--- config.mk ---
export PLATFORM = sky130hd
export DESIGN_NAME = excret_builder
export DESIGN_NICKNAME = d
export VERILOG_FILES = /design/src/rtl/excret_pkg.sv /design/src/rtl/excret_base.sv /design/src/rtl/excret_fixup.sv /design/src/rtl/excret_builder.sv
export SDC_FILE = /design/constraint.sdc
export NUM_CORES = 1
export LEC_CHECK = 0
export ABC_AREA = 1
export BUFFER_PORTS_ARGS = -buffer_cell sky130_fd_sc_hd__buf_2
export CAP_MARGIN = 30
export CORE_UTILIZATION = 30
export CTS_CLUSTER_DIAMETER = 150
export DETAILED_ROUTE_END_ITERATION = 10
export HOLD_SLACK_MARGIN = 0.06
export MAX_ROUTING_LAYER = met4
export PLACE_DENSITY = 0.51
export SKIP_CTS_REPAIR_TIMING = 1
export SLEW_MARGIN = 5
export SYNTH_ARGS = -nofsm -noshare
export SYNTH_HDL_FRONTEND = slang
export SYNTH_SLANG_ARGS = --single-unit
--- constraint.sdc ---
create_clock -name clk -period 1.5 [get_ports clk]
set_input_delay 0.15 -clock clk [delete_from_list [all_inputs] [get_ports clk]]
set_output_delay 0.15 -clock clk [all_outputs]
set_load 0.02 [all_outputs]
--- src/rtl/excret_pkg.sv ---
package excret_pkg;

  // Bit positions of the link value fields (behaviour depends on them).
  localparam int ES_BIT     = 0;
  localparam int ZERO_BIT   = 1;
  localparam int SPSEL_BIT  = 2;
  localparam int MODE_BIT   = 3;
  localparam int FTYPE_BIT  = 4;
  localparam int DCRS_BIT   = 5;
  localparam int S_BIT      = 6;
  localparam int PREFIX_LSB = 7;

  // Request context carried from the first stage to the second.
  typedef struct packed {
    logic tgt_secure;
    logic tail;
    logic spsel_s;
    logic spsel_ns;
    logic has_v8;
    logic has_sec;
  } entry_ctx_t;

endpackage

--- src/rtl/excret_base.sv ---
module excret_base
  import excret_pkg::*;
#(
  parameter int LINK_W = 32
) (
  input  logic              has_v8,
  input  logic              cur_secure,
  input  logic              in_thread,
  input  logic              spsel_ns,
  input  logic              tail,
  input  logic [LINK_W-1:0] link_in,
  output logic [LINK_W-1:0] base
);

  localparam int PREFIX_W = LINK_W - PREFIX_LSB;
  localparam logic [LINK_W-1:0] PREFIX = {{PREFIX_W{1'b1}}, {PREFIX_LSB{1'b0}}};

  // First phase: tail-chained entries reuse the previous value untouched.
  always_comb begin
    if (tail) begin
      base = link_in;
    end else begin
      base = PREFIX;
      base[FTYPE_BIT] = 1'b1;
      base[DCRS_BIT]  = 1'b1;
      base[MODE_BIT]  = in_thread;
      if (has_v8) begin
        // ES and SPSEL are settled by the second phase.
        base[S_BIT] = cur_secure;
      end else begin
        base[S_BIT]     = 1'b1;
        base[ES_BIT]    = 1'b1;
        base[SPSEL_BIT] = spsel_ns;
      end
    end
  end

endmodule

--- src/rtl/excret_fixup.sv ---
module excret_fixup
  import excret_pkg::*;
#(
  parameter int LINK_W = 32
) (
  input  entry_ctx_t        ctx,
  input  logic [LINK_W-1:0] base,
  output logic [LINK_W-1:0] link,
  output logic              push
);

  // Second phase, applied in a fixed order: callee-save flag first,
  // then the handler-state flag, then the stack-select bit.
  always_comb begin
    link = base;
    push = 1'b0;
    if (ctx.has_v8) begin
      if (ctx.has_sec && base[S_BIT]) begin
        if (ctx.tgt_secure) begin
          if (ctx.tail && !base[ES_BIT])
            link[DCRS_BIT] = 1'b0;
        end else begin
          push = base[DCRS_BIT] && !(ctx.tail && base[ES_BIT]);
          link[DCRS_BIT] = 1'b1;
        end
      end
      link[ES_BIT]    = ctx.tgt_secure || !ctx.has_sec;
      link[SPSEL_BIT] = ctx.tgt_secure ? ctx.spsel_s : ctx.spsel_ns;
    end
  end

endmodule

--- src/rtl/excret_builder.sv ---
module excret_builder
  import excret_pkg::*;
#(
  parameter int LINK_W = 32
) (
  input  logic              clk,
  input  logic              rst,
  input  logic              start,
  input  logic              cur_secure,
  input  logic              tgt_secure,
  input  logic              in_thread,
  input  logic              spsel_ns,
  input  logic              spsel_s,
  input  logic              tail_chain,
  input  logic [LINK_W-1:0] link_in,
  input  logic              has_v8,
  input  logic              has_sec,
  output logic [LINK_W-1:0] link_out,
  output logic              push_callee,
  output logic              done
);

  logic [LINK_W-1:0] base_c;
  logic [LINK_W-1:0] fix_c;
  logic              push_c;

  logic              s1_valid;
  logic [LINK_W-1:0] s1_base;
  entry_ctx_t        s1_ctx;
  entry_ctx_t        req_ctx;

  assign req_ctx = '{tgt_secure: tgt_secure, tail: tail_chain, spsel_s: spsel_s,
                     spsel_ns: spsel_ns, has_v8: has_v8, has_sec: has_sec};

  excret_base #(.LINK_W(LINK_W)) u_base (
    .has_v8     (has_v8),
    .cur_secure (cur_secure),
    .in_thread  (in_thread),
    .spsel_ns   (spsel_ns),
    .tail       (tail_chain),
    .link_in    (link_in),
    .base       (base_c)
  );

  // Stage 1: capture the first-phase value and the request context.
  always_ff @(posedge clk) begin
    if (rst) begin
      s1_valid <= 1'b0;
      s1_base  <= '0;
      s1_ctx   <= '0;
    end else begin
      s1_valid <= start;
      if (start) begin
        s1_base <= base_c;
        s1_ctx  <= req_ctx;
      end
    end
  end

  excret_fixup #(.LINK_W(LINK_W)) u_fix (
    .ctx  (s1_ctx),
    .base (s1_base),
    .link (fix_c),
    .push (push_c)
  );

  // Stage 2: registered outputs; the link value holds between results.
  always_ff @(posedge clk) begin
    if (rst) begin
      link_out    <= '0;
      push_callee <= 1'b0;
      done        <= 1'b0;
    end else begin
      done        <= s1_valid;
      push_callee <= s1_valid && push_c;
      if (s1_valid)
        link_out <= fix_c;
    end
  end

  // ---------------- assertions ----------------
  assert_push_only_on_done_R10: assert property (@(posedge clk) disable iff (rst)
    push_callee |-> done);

  assert_done_latency_R10: assert property (@(posedge clk) disable iff (rst)
    done |-> $past(start, 2));

  assert_link_hold_R10: assert property (@(posedge clk) disable iff (rst)
    !done |-> $stable(link_out));

  assert_push_marks_dcrs_R6: assert property (@(posedge clk) disable iff (rst)
    push_callee |-> (link_out[DCRS_BIT] && !link_out[ES_BIT]));

  assert_es_rule_R7: assert property (@(posedge clk) disable iff (rst)
    (done && $past(s1_ctx.has_v8)) |->
      (link_out[ES_BIT] == ($past(s1_ctx.tgt_secure) || !$past(s1_ctx.has_sec))));

  assert_secure_tail_dcrs_R5: assert property (@(posedge clk) disable iff (rst)
    (done && $past(s1_ctx.has_v8 && s1_ctx.has_sec && s1_ctx.tgt_secure && s1_ctx.tail
                   && s1_base[S_BIT] && !s1_base[ES_BIT])) |-> !link_out[DCRS_BIT]);

  assert_legacy_fresh_R3: assert property (@(posedge clk) disable iff (rst)
    (done && $past(!s1_ctx.has_v8 && !s1_ctx.tail)) |->
      (link_out[S_BIT] && link_out[ES_BIT] && link_out[DCRS_BIT] && !push_callee));

endmodule

# Yosys cells after proc, flatten, opt, wreduce, memory -nomap -nowiden
# Cells that the tools add are included.
dict set report word_totals {
  latchBits 0
  input_bits 43
  ramBits 0
  rom_bits 0
  regBits 73
  memories 0
  output_inout_bits 34
  word_cells 34
}
dict set report classes {
  n_shift 0
  magnitude_cmp 0
  n_mux 14
  bitwise_logic 0
  add_sub_neg 0
  eq_ne 0
  n_reduce_logical 9
  n_mul 0
  div_mod_pow 0
}
# op count
set op_table {}
lappend op_table {{$mux 32} 1}
lappend op_table {{$mux 1} 13}
lappend op_table {{$logic_and 1x1->1} 5}
lappend op_table {{$logic_not 1->1} 3}
lappend op_table {{$logic_or 1x1->1} 1}

# Depth between registers and ports, before layout
dict set report depth {
  word_depth 7
  depth_mapped 6
  ltp_nobuf 5
}

# Hierarchy
# A second synthesis with hierarchy kept.
dict set report unflattened {
  cells_unflattened 548
  hier_area_um2 3525.9
}
# module seq_area_each_um2 area_per_inst_um2 instances cells_each
set by_module_without_submodules {}
lappend by_module_without_submodules {excret_builder 1461.4 2957.8 1 453}
lappend by_module_without_submodules {excret_fixup 0.0 292.8 1 47}
lappend by_module_without_submodules {excret_base 0.0 275.3 1 48}

# Worst setup path before layout
# Ideal clock, no wire load.
dict set report synth_timing {
  kind {reg-to-reg}
  start {reg s1_valid}
  end {reg link_out[2]}
  path_buffers 1
  synth_period_minus_slack_ns 0.906
  slack_ns 0.594
  arrival_ns 0.784
  path_stages_with_launch 5
  setup_ns 0.122
  t_required_ns 1.378
  cell_sequence {dfxtp_1 inv_2 buf_2 a21oi_1 a21oi_1}
}
# element line
set synth_lines {}
lappend synth_lines {{start: declaration} excret_builder.sv:27} ;# logic s1_valid;
lappend synth_lines {{start signal: assignment} excret_builder.sv:52} ;# s1_valid <= start;
lappend synth_lines {{end signal: assignment} excret_builder.sv:77} ;# link_out <= fix_c;
lappend synth_lines {{end: declaration} excret_builder.sv:18} ;# output logic [LINK_W-1:0] link_out,

# Worst setup path after layout
dict set report layout_timing {
  start {reg s1_valid}
  end {reg push_callee}
}
dict set report layout_via {
  elab_chain_cells 1
}
# element line
set layout_rtl {}
lappend layout_rtl {{$logic_and 1x1->1} excret_builder.sv:75} ;# push_callee <= s1_valid && push_c;
lappend layout_rtl {{end signal: assignment} excret_builder.sv:75}
lappend layout_rtl {{end: declaration} excret_builder.sv:19} ;# output logic push_callee,
# Every way passes these cells.
# A chain may end at the register's enable or synchronous reset.

==> metrics.yaml <==
synthesis:
  synth_nets: 375
  synth-seq-cells: 73
  synth_top_cell_by_area: "dfxtp_1"
  ys_top_cells_by_count: "nor2_1, dfxtp_1, o21ai_0"
  synthDistinctLibCells: 19
  synth_edf_count: 0
  synth.top_cells.by_area: "dfxtp_1, nor2_1, o21ai_0, buf_6, nand2_1"
  synthArstFlopShare: 0
  avgSynthCellArea_sq_um: 7.94
  yosysSeqAreaShare: 0.555
  ys_warn_count: 0
  synth_most_common_cell: "nor2_1"
  synthFlopType: "dfxtp_1"
  syn_area_sq_um: 2640
  synth_top_area_frac: 0.555
  syn_inst: 332
global_route:
  grtUsageMet1: 0.191
  grt_max_degree: 41
  grt_overflow: 0
  antenna_found_initial: 0
  grt_busiest_layer: "met2"
  grtUsageMet3: 0.0577
  grt_pass1_wl_mm: 10.6
  grt_pass1_vias: 2280
  grt.total_usage: 0.157
  met2_usage: 0.246
setup_path:
  cpPeakStageDelay_ns: 0.43
  path_cells: "inv_2 -> nor2_1 -> nand3_1 -> nor2_1"
  crit_fanout: 31
  critPathKind: "flop to flop"
  cp.arrival_ns: 1.34
  reg2reg_depth: 4
  crit_path_start_kind: "flop"
  critPathRequiredTime_ns: 1.74
  cp_common_cell: "nor2_1"
  end_kind: "flop"
  crit_slowest_cell: "inv_2"
sta:
  finalClockSkew_ns: 0.00468
  post-route-min-period_ns: 1.10
  finalSetupTns_ns: 0
  setup_violations: 0
  worstMarginPinSlew_ns: 0.581
  fin_crit_sh: 0.735
  finalHoldViolCount: 0
  slew_headroom: 0.612
  fmax_mhz: 907
  rsz0062_at_grt: "false"
  finalMaxSlewViolations: 0
final_layout:
  drive_gt1_frac: 0.234
  multi_input_area_sq_um: 966
  ff_latch_area_sq_um: 1460
  fill_cells: 893
  nets: 474
  antenna_cells: 0
  area_growth_pct: 33.7
  postLayoutCellArea_sq_um: 3520
die:
  die-area_sq_um: 9160
  io_pins: 77
  fp.dieH_microns: 95.7
  core_region_area_sq_um: 8340
  row_count: 33
  floorplan.die.width_microns: 95.7
  start_util: 0.316
power_and_ir_drop:
  peakVddDrop_mv: 0.753
  p_per_area_nw_per_um2: 1200
  p_leak_nw: 1.68
placed_design:
  place_congestion: 0.758
  dp_hpwl_mm: 4.04
  portBuffers: 76
  placed_area_sq_um: 3030
route:
  route.vias.total: 2388
  drtPass1Iterations: 4
  ant_nets: 0
  drcViolationCount: 0
  wl_per_cell_microns: 11.8
  drt_iter0_markers: 59
  routed_via_density: 4.41
  routed_wirelength_mm: 6.39
clocking:
  cts-root-buf: "clkbuf_8"
  clock_sinks: 73
  cts_tree: "built"
  clockBufferDepth: 2
  cts_buffers: 9
  h-tree-depth: 3
  clk_latency_ns: 0.34
  clkTransAtPathRegs_ns: 0.07
hold_path:
  hold_depth: 3
  hp-class: "primary input to flop"
job:
  maxCapViolCount: 0
run_status:
  status: "finished, final reports clean"
-- metal layers --
| metal | vias to the layer above | wire [microns] |
|---|---|---|
| met5 | - | 0 |
| met4 | 0 | 65 |
| met3 | 6 | 314 |
| met2 | 56 | 2860 |
| met1 | 1064 | 3160 |
| li1 | 1262 | - |
-- registers in the layout, indices dropped and copies added (netlist names) --
signal,flops
link_out,32
s1_base,32
s1_ctx,6
done,1
push_callee,1
s1_valid,1
-- where the power goes --
| part | switching, mW | internal (mW) |
|---|---|---|
| combinational | 0.291 | 0.210 |
| clock | 0.703 | 0.901 |
| sequential | 0.0644 | 2.07 |
-- worst paths after layout --
check / startpoint / endpoint / slack (ns)
max: s1_valid$_SDFF_PP0_ / push_callee$_SDFF_PP0_ / 0.40
min: link_in[29] / s1_base[29]$_SDFFE_PP0P_ / 0.04
max reg2reg: s1_valid$_SDFF_PP0_ / push_callee$_SDFF_PP0_ / 0.40
min reg2reg: s1_ctx[2]$_SDFFE_PP0P_ / s1_ctx[2]$_SDFFE_PP0P_ / 0.47
-- logic make-up after synthesis --
| group | after synthesis | synth area share |
|---|---|---|
| and+or+nand+nor | 143 | 0.207 |
| AOI/OAI and AO/OA | 83 | 0.160 |
| DFF | 73 | 0.555 |
| buffers and inverters | 33 | 0.0788 |
-- layout make-up --
cell class / count / share of cell area
clock inverters: 4 / 0.0142
clock buffers: 12 / 0.0469
flip-flops and latches: 73 / 0.415
well taps: 105 / 0.0373
inverters: 11 / 0.0121
multi-input cells: 226 / 0.274
repair buffers: 110 / 0.200
-- critical path: cells and delay by family, from the launching register on --
kind / cells / cell delay [ns]
simple gates: 3 / 0.25
flops: 1 / 0.32
buf+inv: 1 / 0.43
-- cell usage in the layout (no fill, tap or decap) --
| master | instances |
|---|---|
| a21oi_1 | 12 |
| a31oi_1 | 2 |
| buf_2 | 76 |
| buf_4 | 6 |
| bufinv_16 | 1 |
| clkbuf_8 | 12 |
| clkinv_2 | 2 |
| clkinvlp_4 | 2 |
| dfxtp_1 | 73 |
| dlygate4sd3_1 | 28 |
| inv_1 | 8 |
| inv_2 | 2 |
| nand2_1 | 18 |
| nand2_2 | 1 |
| nand3_1 | 2 |
| nand4_1 | 1 |
| nor2_1 | 121 |
| o211ai_1 | 1 |
| o21ai_0 | 59 |
| o21ai_1 | 8 |
| o22ai_1 | 1 |
-- through the flow --
step,setup WS (ns),std cells,hold slack [ns],utilization,power (mW)
after detailed placement,0.371,497,0.378,0.363,2.63
after global routing,0.280,541,0.0610,0.422,4.48
final,0.398,541,0.0372,0.422,4.24
after floorplan,0.594,332,0.285,-,2.47
after CTS,0.367,513,0.0193,0.389,4.25
after global placement,0.414,497,0.373,0.363,2.63
(Power assumes the default switching activity.)
